`config.mk`:
```
export PLATFORM = sky130hd
export DESIGN_NAME = chgain_scan_seq
export DESIGN_NICKNAME = d
export VERILOG_FILES = /design/src/rtl/cgs_pkg.sv /design/src/rtl/cgs_scan_list.sv /design/src/rtl/cgs_result_fifo.sv /design/src/rtl/chgain_scan_seq.sv
export SDC_FILE = /design/constraint.sdc
export NUM_CORES = 1
export LEC_CHECK = 0
export BUFFER_PORTS_ARGS = -buffer_cell sky130_fd_sc_hd__buf_2
export CORE_MARGIN = 2
export CORE_UTILIZATION = 59
export CTS_CLUSTER_SIZE = 30
export DETAILED_ROUTE_END_ITERATION = 12
export PLACE_DENSITY = 0.77
export SYNTH_ARGS = -nofsm -noshare
export SYNTH_HDL_FRONTEND = slang
export SYNTH_HIERARCHICAL = 1
export SYNTH_SLANG_ARGS = --single-unit
```
`constraint.sdc`:
```
create_clock -name clk -period 5.2 [get_ports clk]
set_clock_uncertainty 0.2 [all_clocks]
set_input_delay 0.78 -clock clk [delete_from_list [all_inputs] [get_ports clk]]
set_output_delay 0.78 -clock clk [all_outputs]
set_load 0.005 [all_outputs]
```
`src/rtl/cgs_pkg.sv`:
```
package cgs_pkg;
  localparam int RES_W = 12;

  typedef enum logic [2:0] {
    REG_CTRL_A    = 3'd0,
    REG_CTRL_B    = 3'd1,
    REG_LIST_PTR  = 3'd2,
    REG_LIST_DATA = 3'd3,
    REG_CONVERT   = 3'd4,
    REG_CLEAR     = 3'd5,
    REG_INT_CLR   = 3'd6
  } reg_sel_e;

  localparam int A_STRAIGHT = 0;
  localparam int A_SCAN_EN  = 3;
  localparam int A_CONV_IE  = 7;
  localparam int B_IRQ_EN   = 7;
  localparam int ST_OVERRUN  = 8;
  localparam int ST_OVERFLOW = 9;
  localparam int ST_AVAIL    = 13;

  typedef struct packed {
    logic [1:0] gain;
    logic       last;
    logic [3:0] chan;
  } entry_t;

  function automatic entry_t make_entry(input logic [1:0] g, input logic l, input logic [3:0] c);
    entry_t e;
    e.gain = g;
    e.last = l;
    e.chan = c;
    return e;
  endfunction

  function automatic logic [RES_W-1:0] recode_result(input logic [RES_W-1:0] raw, input logic straight);
    logic [RES_W-1:0] flip;
    flip = '0;
    flip[RES_W-1] = ~straight;
    return raw ^ flip;
  endfunction
endpackage

```
`src/rtl/cgs_scan_list.sv`:
```
module cgs_scan_list
  import cgs_pkg::*;
#(
  parameter int ENTRIES = 16,
  localparam int IDX_W = $clog2(ENTRIES)
) (
  input  logic             clk,
  input  logic             rst_n,
  input  logic             wr_en,
  input  logic [IDX_W-1:0] wr_idx,
  input  entry_t           wr_entry,
  input  logic             rewind,
  input  logic             step,
  input  logic             scan_en,
  output entry_t           cur_entry,
  output logic [IDX_W-1:0] seq_idx
);
  entry_t           slots_q [ENTRIES];
  logic [IDX_W-1:0] seq_idx_q;
  logic             wrap;

  always_ff @(posedge clk) begin
    if (!rst_n) begin
      for (int i = 0; i < ENTRIES; i++) slots_q[i] <= '0;
    end else if (wr_en) begin
      slots_q[wr_idx] <= wr_entry;
    end
  end

  assign cur_entry = slots_q[seq_idx_q];
  assign wrap      = cur_entry.last || (seq_idx_q == IDX_W'(ENTRIES - 1));

  always_ff @(posedge clk) begin
    if (!rst_n)                seq_idx_q <= '0;
    else if (rewind)           seq_idx_q <= '0;
    else if (step && scan_en)  seq_idx_q <= wrap ? '0 : seq_idx_q + 1'b1;
  end

  assign seq_idx = seq_idx_q;

  assert_hold_single_R4: assert property (@(posedge clk) disable iff (!rst_n)
    (step && !scan_en && !rewind) |=> $stable(seq_idx_q));
  assert_wrap_on_last_R3: assert property (@(posedge clk) disable iff (!rst_n)
    (step && scan_en && !rewind && cur_entry.last) |=> (seq_idx_q == '0));
  assert_rewind_R5: assert property (@(posedge clk) disable iff (!rst_n)
    rewind |=> (seq_idx_q == '0));
endmodule

```
`src/rtl/cgs_result_fifo.sv`:
```
module cgs_result_fifo #(
  parameter int DEPTH = 16,
  parameter int W = 12,
  localparam int PTR_W = $clog2(DEPTH),
  localparam int CNT_W = $clog2(DEPTH + 1)
) (
  input  logic         clk,
  input  logic         rst_n,
  input  logic         clear,
  input  logic         push,
  input  logic [W-1:0] push_data,
  input  logic         pop,
  output logic [W-1:0] head,
  output logic         not_empty,
  output logic         overflow,
  output logic         push_ok
);
  logic [W-1:0]     mem [DEPTH];
  logic [PTR_W-1:0] wptr_q, rptr_q;
  logic [CNT_W-1:0] count_q;
  logic             overflow_q, full, pop_ok;

  assign full    = (count_q == CNT_W'(DEPTH));
  assign push_ok = push && !full && !clear;
  assign pop_ok  = pop && (count_q != '0) && !clear;

  function automatic logic [PTR_W-1:0] bump(input logic [PTR_W-1:0] p);
    return (p == PTR_W'(DEPTH - 1)) ? '0 : p + 1'b1;
  endfunction

  always_ff @(posedge clk) begin
    if (push_ok) mem[wptr_q] <= push_data;
  end

  always_ff @(posedge clk) begin
    if (!rst_n || clear) begin
      wptr_q     <= '0;
      rptr_q     <= '0;
      count_q    <= '0;
      overflow_q <= 1'b0;
    end else begin
      if (push_ok) wptr_q <= bump(wptr_q);
      if (pop_ok)  rptr_q <= bump(rptr_q);
      count_q    <= count_q + CNT_W'(push_ok) - CNT_W'(pop_ok);
      overflow_q <= overflow_q | (push && full);
    end
  end

  assign head      = mem[rptr_q];
  assign not_empty = (count_q != '0);
  assign overflow  = overflow_q;

  assert_no_overfill_R7: assert property (@(posedge clk) disable iff (!rst_n)
    not_empty |-> (count_q <= CNT_W'(DEPTH)));
  assert_overflow_flag_R8: assert property (@(posedge clk) disable iff (!rst_n)
    (push && full && !clear) |=> overflow_q);
  assert_clear_empties_R11: assert property (@(posedge clk) disable iff (!rst_n)
    clear |=> (!not_empty && !overflow_q));
endmodule

```
`src/rtl/chgain_scan_seq.sv`:
```
module chgain_scan_seq
  import cgs_pkg::*;
#(
  parameter int ENTRIES = 16,
  parameter int FIFO_DEPTH = 16
) (
  input  logic             clk,
  input  logic             rst_n,
  input  logic             wr_en,
  input  logic [2:0]       wr_addr,
  input  logic [7:0]       wr_data,
  input  logic             diff_wiring,
  input  logic             conv_valid,
  input  logic [RES_W-1:0] conv_data,
  input  logic             rd_pop,
  output logic [RES_W-1:0] rd_data,
  output logic [15:0]      status,
  output logic             conv_start,
  output logic [3:0]       conv_chan,
  output logic [1:0]       conv_gain,
  output logic             irq
);
  localparam int IDX_W = $clog2(ENTRIES);

  logic             hit_a, hit_b, hit_ptr, hit_data, strobe, clear, int_clr;
  logic             straight_q, scan_en_q, conv_ie_q, irq_en_q;
  logic [IDX_W-1:0] wr_ptr_q, seq_idx;
  entry_t           cur_entry;
  logic             busy_q, accept, overrun_q, irq_q, irq_set;
  logic             stored, not_empty, overflow;
  logic             start_q;
  logic [3:0]       chan_q;
  logic [1:0]       gain_q;

  assign hit_a    = wr_en && (wr_addr == REG_CTRL_A);
  assign hit_b    = wr_en && (wr_addr == REG_CTRL_B);
  assign hit_ptr  = wr_en && (wr_addr == REG_LIST_PTR);
  assign hit_data = wr_en && (wr_addr == REG_LIST_DATA);
  assign strobe   = wr_en && (wr_addr == REG_CONVERT);
  assign clear    = wr_en && (wr_addr == REG_CLEAR);
  assign int_clr  = wr_en && (wr_addr == REG_INT_CLR);
  assign accept   = strobe && !busy_q;

  always_ff @(posedge clk) begin
    if (!rst_n) begin
      straight_q <= 1'b0;
      scan_en_q  <= 1'b0;
      conv_ie_q  <= 1'b0;
      irq_en_q   <= 1'b0;
      wr_ptr_q   <= '0;
    end else begin
      if (hit_a) begin
        straight_q <= wr_data[A_STRAIGHT];
        scan_en_q  <= wr_data[A_SCAN_EN];
        conv_ie_q  <= wr_data[A_CONV_IE];
      end
      if (hit_b)   irq_en_q <= wr_data[B_IRQ_EN];
      if (hit_ptr) wr_ptr_q <= wr_data[IDX_W-1:0];
    end
  end

  cgs_scan_list #(.ENTRIES(ENTRIES)) list_i (
    .clk       (clk),
    .rst_n     (rst_n),
    .wr_en     (hit_data),
    .wr_idx    (wr_ptr_q),
    .wr_entry  (make_entry(wr_data[7:6], wr_data[4], wr_data[3:0])),
    .rewind    (hit_ptr && (wr_data == 8'd0)),
    .step      (accept),
    .scan_en   (scan_en_q),
    .cur_entry (cur_entry),
    .seq_idx   (seq_idx)
  );

  always_ff @(posedge clk) begin
    if (!rst_n) begin
      busy_q    <= 1'b0;
      overrun_q <= 1'b0;
      start_q   <= 1'b0;
      chan_q    <= '0;
      gain_q    <= '0;
    end else begin
      start_q <= accept;
      if (accept) begin
        busy_q <= 1'b1;
        chan_q <= {cur_entry.chan[3] & ~diff_wiring, cur_entry.chan[2:0]};
        gain_q <= cur_entry.gain;
      end else if (conv_valid) begin
        busy_q <= 1'b0;
      end
      if (clear)                 overrun_q <= 1'b0;
      else if (strobe && busy_q) overrun_q <= 1'b1;
    end
  end

  cgs_result_fifo #(.DEPTH(FIFO_DEPTH), .W(RES_W)) fifo_i (
    .clk       (clk),
    .rst_n     (rst_n),
    .clear     (clear),
    .push      (conv_valid),
    .push_data (recode_result(conv_data, straight_q)),
    .pop       (rd_pop),
    .head      (rd_data),
    .not_empty (not_empty),
    .overflow  (overflow),
    .push_ok   (stored)
  );

  assign irq_set = stored && conv_ie_q && irq_en_q;

  always_ff @(posedge clk) begin
    if (!rst_n)       irq_q <= 1'b0;
    else if (irq_set) irq_q <= 1'b1;
    else if (int_clr) irq_q <= 1'b0;
  end

  always_comb begin
    status              = '0;
    status[ST_AVAIL]    = not_empty;
    status[ST_OVERFLOW] = overflow;
    status[ST_OVERRUN]  = overrun_q;
  end

  assign conv_start = start_q;
  assign conv_chan  = chan_q;
  assign conv_gain  = gain_q;
  assign irq        = irq_q;

  assert_single_start_R2: assert property (@(posedge clk) disable iff (!rst_n)
    conv_start |=> !conv_start);
  assert_overrun_flag_R9: assert property (@(posedge clk) disable iff (!rst_n)
    (strobe && busy_q && !clear) |=> status[ST_OVERRUN]);
  assert_irq_source_R12: assert property (@(posedge clk) disable iff (!rst_n)
    $rose(irq) |-> $past(stored && conv_ie_q && irq_en_q));
  assert_irq_drop_R12: assert property (@(posedge clk) disable iff (!rst_n)
    (int_clr && !irq_set) |=> !irq);
  assert_busy_blocks_start_R9: assert property (@(posedge clk) disable iff (!rst_n)
    (strobe && busy_q) |=> (!conv_start && $stable(seq_idx)));
endmodule

```
==> results of run 1 <==
state kept, by name, indices dropped and copies added, names as in the netlist, 2 cells and up, named ones only:
register / flops
list_i/slots_q: 112
list_i/seq_idx: 4
conv_chan: 4
fifo_i/rptr_q: 4
wr_ptr_q: 4
conv_gain: 2
fifo_i/mem: 192
fifo_i/wptr_q: 4
fifo_i/count_q: 5
critical path, cell delays in order (launching register included):
cell	delay (ns)
dfxtp_2	0.99
buf_4	0.38
mux4_2	0.33
a22oi_1	0.34
nand2_1	0.10
buf_2	0.14
logic make-up (layout without fill, tap and decap cells):
family	count (synthesis)	in the layout
compound gates	62	62
fa+ha+maj	13	13
mux	97	97
flops	348	348
buf+inv	69	136
other cells	1	13
xor+xnor	7	7
simple gates	254	254
metal layers:
| metal | global-route usage [%] | wire length [um] |
|---|---|---|
| met5 | 0 | 0 |
| met4 | 6.53 | 658 |
| met3 | 5.24 | 2450 |
| met2 | 36.8 | 14100 |
| met1 | 33.6 | 12200 |
worst max path at each step:
stage | start | endpoint | slack (ns) | cells past startpoint
after floorplan | wr_addr[1] | fifo_i/count_q[4] | 1.97 | 13
after global placement | wr_addr[2] | fifo_i/count_q[4] | 1.77 | 13
after detailed placement | wr_addr[2] | fifo_i/count_q[4] | 1.72 | 13
after CTS | flip-flop | rd_data[7] | 1.38 | 5
after global routing | flip-flop | rd_data[5] | 1.28 | 4
final | flip-flop | rd_data[6] | 1.41 | 5
Yosys cell counts, drive strengths merged (2+ instances only):
cell,n
and4b,2
a21o,2
nor4,3
a22oi,24
o21ai,17
nand3b,2
and3b,2
nand2b,10
inv,15
nor3b,3
and3,2
mux2i,13
edfxtp,304
nor3,8
buf,30
ha,12
nand4b,4
xor2,3
clkbuf,24
mux4,83
nand2,37
a21oi,9
and2,131
nand3,8
nor2b,3
nor2,31
dfxtp,44
xnor2,4
power by group:
group          internal [mW]  switching (mW)
logic                  0.337           0.306
clock network           1.42            1.03
registers               3.13           0.121
total                   4.89            1.45
cell usage in the layout, fill, tap and decap left out, types with 3 or more instances in the layout:
| cell | instances |
|---|---|
| clkinv_2 | 5 |
| and2_1 | 131 |
| xor2_1 | 3 |
| edfxtp_1 | 304 |
| nand3_1 | 8 |
| inv_1 | 15 |
| xnor2_1 | 4 |
| nand4b_1 | 4 |
| clkbuf_16 | 38 |
| nand2b_1 | 10 |
| a22oi_1 | 24 |
| nor3_1 | 8 |
| mux4_2 | 77 |
| nor2_1 | 31 |
| o21ai_0 | 17 |
| mux4_1 | 6 |
| dfxtp_1 | 41 |
| nand2_1 | 37 |
| conb_1 | 13 |
| ha_1 | 12 |
| buf_2 | 51 |
| clkinv_1 | 7 |
| nor2b_1 | 3 |
| clkbuf_1 | 7 |
| buf_4 | 5 |
| a21oi_1 | 9 |
| mux2i_1 | 13 |
per-stage QoR:
step / hold slack, ns / power [mW] / util [%] / instance area, um^2 / worst slack [ns]
CTS: 0.264 / 6.39 / 66.5 / 16100 / 1.38
global placement: 0.248 / 3.93 / 61.8 / 15000 / 1.77
detailed placement: 0.256 / 3.95 / 61.8 / 15000 / 1.72
floorplan: 0.236 / 3.76 / - / 14600 / 1.97
global route: 0.281 / 6.57 / 66.5 / 16100 / 1.28
finish: 0.264 / 6.34 / 66.5 / 16100 / 1.41
layout make-up:
class | count | area [um^2]
Sequential cell | 348 | 10000
Fill cell | 1615 | 8130
Multi-Input combinational cell | 446 | 4210
Clock buffer | 47 | 1000
Tap cell | 324 | 405
Timing Repair Buffer | 56 | 293
Clock inverter | 18 | 139
Inverter | 15 | 56.3
==> metrics.txt, run 1 <==
syn avg cell area=17.1 um^2; via count=7652; CP Capture Type=output pin; DIE HEIGHT=161 um; area share of fa/ha/maj cells after synthesis=1.17%; Routed WL=29.4 mm; Max Clk Rate=roughly 260 MHz; fin cells=~1300; multiplexer share of the synthesized area=14.0%; reg-to-reg slack, setup=2.04 ns; critical path fanouts, max=37; Ports=65; Placed Cells=~1200; Max IR drop VDD=roughly 0.39 mV; initial cell density of the core=59.9%; register area share after synthesis=~70%; Total GRT Usage=roughly a quarter; startpoint type of the worst setup path=flip-flop; post-synthesis cell type count=57; Area Overhead vs Synth=10.9%; run status=finished, final reports clean; YS warnings=6; std cell rows=between 50 and 60; # setup viols final=0; Synth area leaders=edfxtp_1 (63%), mux4_2 (12%), dfxtp_1 (6.1%), and2_1 (5.6%), a22oi_1 (1.2%); number of global-route vias before repair=between 7000 and 8000; clk buf depth=3; ANT nets after route=0; nets=between 900 and 1000; worst min path class=reg -> reg; total count of hold-check failures in the final report=0; global route overflow=0; root buf cell=clkbuf_16; dpl hpwl=18.0 mm; die area=between 20000 and 30000 um^2; Yosys reg bits=348; number of antenna violations at the first check in global routing=0; xor/xnor share of the synthesized area=less than 1%; minimum clock period=around 3.8 ns; max-slew violations=0; CTS resizes=0; DRC viols=0; Slew HR=between 10% and 20%; max-cap violation count=0; routed vias/inst=6.10; Top FF cell, synth=edfxtp_1; Min-Delay Endpoint=conv_chan[0]; TritonCTS clock tree=yes; largest family of logic cells by synthesized area=multiplexers; Yosys top cell by area=edfxtp_1; clock transition at the registers of the reported paths=around 0.06 ns; Hold Path Depth=2; Worst EP required=about 4.2 ns; post-synthesis simple-gate area fraction=10.2%; first-pass GRT wire length=approximately 45 mm; layout cells sized above 1=21.1%; RSZ-0062 raised after global routing=false; FFs w/ async S/R, synth=0%; pwr/cell area=394 nW/um^2; Lkg Pwr=around 5.5 nW; largest net degree at the start of global routing=49; Routed WL per cell=between 20 and 25 um; Hold Startpoint=conv_chan[0]; worst slew pin tran=1.27 ns; Max H-tree Level=2; setup bufs post-CTS=0; Fin Setup TNS=0 ns; GPL Wtd Cong=just under 0.8; Iteration-0 DRC Markers=~740; number of flops mapped to enable cells by yosys=slightly above 300; Post-CTS Hold Buffers=0; final worst-path cycle share=72.9%; Reg-to-Reg Start=fifo_i/count_q[2]; Worst Setup Path Type=reg -> out; mapped cell area=about 15000 um^2; DIE WIDTH=between 150 and 200 um; core footprint=approximately 24000 um^2; R2R depth=13; Synth top area share=a little over three fifths; IO Port Bufs=51; Clock Sinks=348; clock buffer count from CTS=36; reg-to-reg endpoint=fifo_i/count_q[4]; Gate Count Post-Synth=about 850; crit path DAT=2.81 ns; compound-gate portion of the synthesized area=~2.9%; DRT Pass-1 Iters=7; Skew-Pair Late Insertion Delay=between 0.5 and 0.6 ns; n_diodes=0
Power figures use the tool's default switching activity.
==> inputs of run 2 (changes only) <==
--- a/config.mk
+++ b/config.mk
@@ -7,10 +7,10 @@
 export LEC_CHECK = 0
 export BUFFER_PORTS_ARGS = -buffer_cell sky130_fd_sc_hd__buf_2
 export CORE_MARGIN = 2
-export CORE_UTILIZATION = 59
+export CORE_UTILIZATION = 55
 export CTS_CLUSTER_SIZE = 30
 export DETAILED_ROUTE_END_ITERATION = 12
-export PLACE_DENSITY = 0.77
+export PLACE_DENSITY = 0.75
 export SYNTH_ARGS = -nofsm -noshare
 export SYNTH_HDL_FRONTEND = slang
 export SYNTH_HIERARCHICAL = 1
==> constraint.sdc (replaced) <==
create_clock -name clk -period 3.4 [get_ports clk]
set_clock_uncertainty 0.2 [all_clocks]
set_input_delay 0.51 -clock clk [delete_from_list [all_inputs] [get_ports clk]]
set_output_delay 0.51 -clock clk [all_outputs]
set_load 0.005 [all_outputs]
==> run 2 against run 1 <==
Compared with the run above:
- via count increased by 2.0%
- worst hold slack lost 0.14 ns
- sequential power increased by 50%
- highest routed layer unchanged
==> metrics.txt, run 2 (same netlist as run 1, synthesis figures left out) <==
max reg flops=192 (unchanged); clock buffer count from CTS=37 (was 36); setup bufs post-CTS=0 (unchanged); Area Overhead vs Synth=13.5% (was 10.9%); CP Cell Sequence=inv_1, ha_1, or4b_4, and3b_4, ha_1, inv_1, ha_1, inv_1, fa_1, nand2b_1, a21oi_1, o21ai_0, nor3b_1 (was buf_4, mux4_2, a22oi_1, nand2_1, buf_2); R2R depth=13 (unchanged); critical path fanouts, max=5 (was 37); final worst-path cycle share=~90%; Max Clk Rate=319 MHz; core footprint=26000 um^2 (was 24200 um^2); CP Capture Type=flip-flop (was output pin); Hold Path Depth=3 (was 2); slowest CP cell=or4b_4 (was dfxtp_2); number of global-route vias before repair=7858 (was 7699); Slew HR=46.9% (was 15.0%); worst min path class=in -> reg (was reg -> reg); GPL Wtd Cong=0.806 (was 0.778); Routed WL=30.3 mm (was 29.4 mm); # setup viols final=0 (unchanged); clock transition at the registers of the reported paths=0.06 ns (about the same); global route overflow=0 (unchanged); CTS resizes=0 (unchanged); max-cap violation count=0 (unchanged); Multi-input gate area=4210 um^2 (unchanged); root buf cell=clkbuf_16 (unchanged); Hold Worst Slack=0.122 ns (was 0.264 ns); IO Port Bufs=51 (unchanged); max-slew violations=0 (unchanged); Ports=65 (unchanged); Placement Setup Slack=0.172 ns (was 1.72 ns); Max H-tree Level=2 (unchanged); DRC viols=0 (unchanged); Hold Startpoint=diff_wiring (was conv_chan[0]); Reg-to-Reg Start=fifo_i/count_q[2] (unchanged); reg-to-reg endpoint=fifo_i/count_q[4] (unchanged); Filler cells=1819 (was 1615); DIE WIDTH=167 um (was 161 um); via count=7807 (was 7652); Max IR drop VDD=0.473 mV (was 0.389 mV); layout cells sized above 1=24.0% (was 21.1%); TritonCTS clock tree=yes (unchanged); initial cell density of the core=55.9% (was 59.9%); Post-CTS Hold Buffers=0 (unchanged); total count of hold-check failures in the final report=0 (unchanged); Skew-Pair Late Insertion Delay=0.53 ns (was 0.52 ns); Largest regs=fifo_i/mem: 192 flops, list_i/slots_q: 112 flops, fifo_i/count_q: 5 flops (unchanged); nets=983 (was 945); largest net degree at the start of global routing=33 (was 49); Fin Setup TNS=0 ns (unchanged); std cell rows=59 (was 57); commonest non-fill, non-tap cell in the layout=edfxtp_1 (unchanged); DRT Pass-1 Iters=5 (was 7); worst path bufs/invs=3 (was 2); Clock Sinks=348 (unchanged); startpoint type of the worst setup path=flip-flop (unchanged); number of antenna violations at the first check in global routing=0 (unchanged); pwr/cell area=604 nW/um^2 (was 394 nW/um^2); RSZ-0062 raised after global routing=false (unchanged); n_diodes=0 (unchanged); CP peak stage delay=0.47 ns (was 0.99 ns); Lkg Pwr=5.71 nW (was 5.49 nW); first-pass GRT wire length=46.4 mm (was 45.1 mm); Final Worst Setup Slack=0.261 ns (was 1.41 ns); Iteration-0 DRC Markers=758 (was 735); die area=27700 um^2 (was 25900 um^2); DIE HEIGHT=167 um (was 161 um); reg-to-reg slack, setup=0.26 ns (was 2.04 ns); worst slew pin tran=0.793 ns (was 1.27 ns); Routed WL per cell=23.2 um (was 23.5 um); Top reg by flops=fifo_i/mem (unchanged); clk buf depth=3 (unchanged); sequential cell area=10000 um^2 (unchanged); Worst EP required=3.57 ns (was 4.22 ns); Min-Delay Endpoint=conv_chan[3] (was conv_chan[0]); Total GRT Usage=22.0% (was 23.4%); dpl hpwl=19.6 mm (was 18.0 mm); crit path DAT=3.31 ns (was 2.81 ns); Worst Setup Path Type=reg -> reg (was reg -> out); routed vias/inst=5.99 (was 6.10); run status=finished, final reports clean (unchanged); CP delay by family, top=adder cells (was flip-flops); minimum clock period=3.14 ns; commonest cells after routing, fill and taps aside=edfxtp_1 (304), and2_1 (131), mux4_2 (77) (unchanged); ANT nets after route=0 (unchanged)
run 2: changes by cell type in the layout (fill, tap and decap cells not counted), sizes merged:
cell,before,now
buf,56,93
bufinv,1,3
clkbuf,47,48
clkinv,15,14
clkinvlp,1,0
inv,16,17
run 2: layout make-up:
type,count,share of cell area (%)
sequential,348,60.7
multi-input combinational,446,25.5
clock buffer,48,5.99
timing repair buffer,93,3.73
tap,335,2.54
clock inverter,19,1.17
inverter,15,0.341
run 2: worst max path at each step:
stage	from	end	slack, ns	cells past startpoint
final	fifo_i/count_q[2]	fifo_i/count_q[4]	0.26	13
after detailed placement	wr_addr[1]	fifo_i/count_q[4]	0.17	13
after floorplan	fifo_i/count_q[3]	fifo_i/count_q[4]	0.37	14
after global placement	wr_addr[2]	fifo_i/count_q[4]	0.23	13
after global routing	fifo_i/count_q[2]	fifo_i/count_q[4]	0.05	13
after CTS	flip-flop	rd_data[7]	0.09	5
run 2: worst min-delay path, stage by stage:
cell	delay [ns]
buf_2	0.09
nand3b_1	0.12
mux2i_1	0.07
run 2: layer usage:
| layer | routed length [um] | vias up | GRT usage [%] |
|---|---|---|---|
| li1 | - | 3439 | - |
| met3 | 2230 | 48 | 3.66 |
| met4 | 657 | 0 | 5.62 |
| met5 | 0 | - | 0 |
| met1 | 13200 | 4029 | 33.1 |
| met2 | 14200 | 291 | 34.2 |
run 2: report_power, final:
| group | leakage, nW | total (mW) | switching, mW | internal, mW |
|---|---|---|---|---|
| logic | 1.89 | 1.18 | 0.602 | 0.582 |
| registers | 3.25 | 4.89 | 0.105 | 4.79 |
| clock network | 0.580 | 3.89 | 1.59 | 2.30 |
run 2: stage by stage:
stage | power [mW] | area [um^2] | cells | util [%]
after CTS | 10.0 | 16500 | 1303 | 63.4
final | 9.97 | 16500 | 1304 | 63.5
after detailed placement | 6.15 | 15300 | 1236 | 58.8
after global placement | 6.12 | 15300 | 1236 | 58.8
after floorplan | 5.75 | 14600 | 863 | -
after global routing | 10.3 | 16500 | 1304 | 63.5
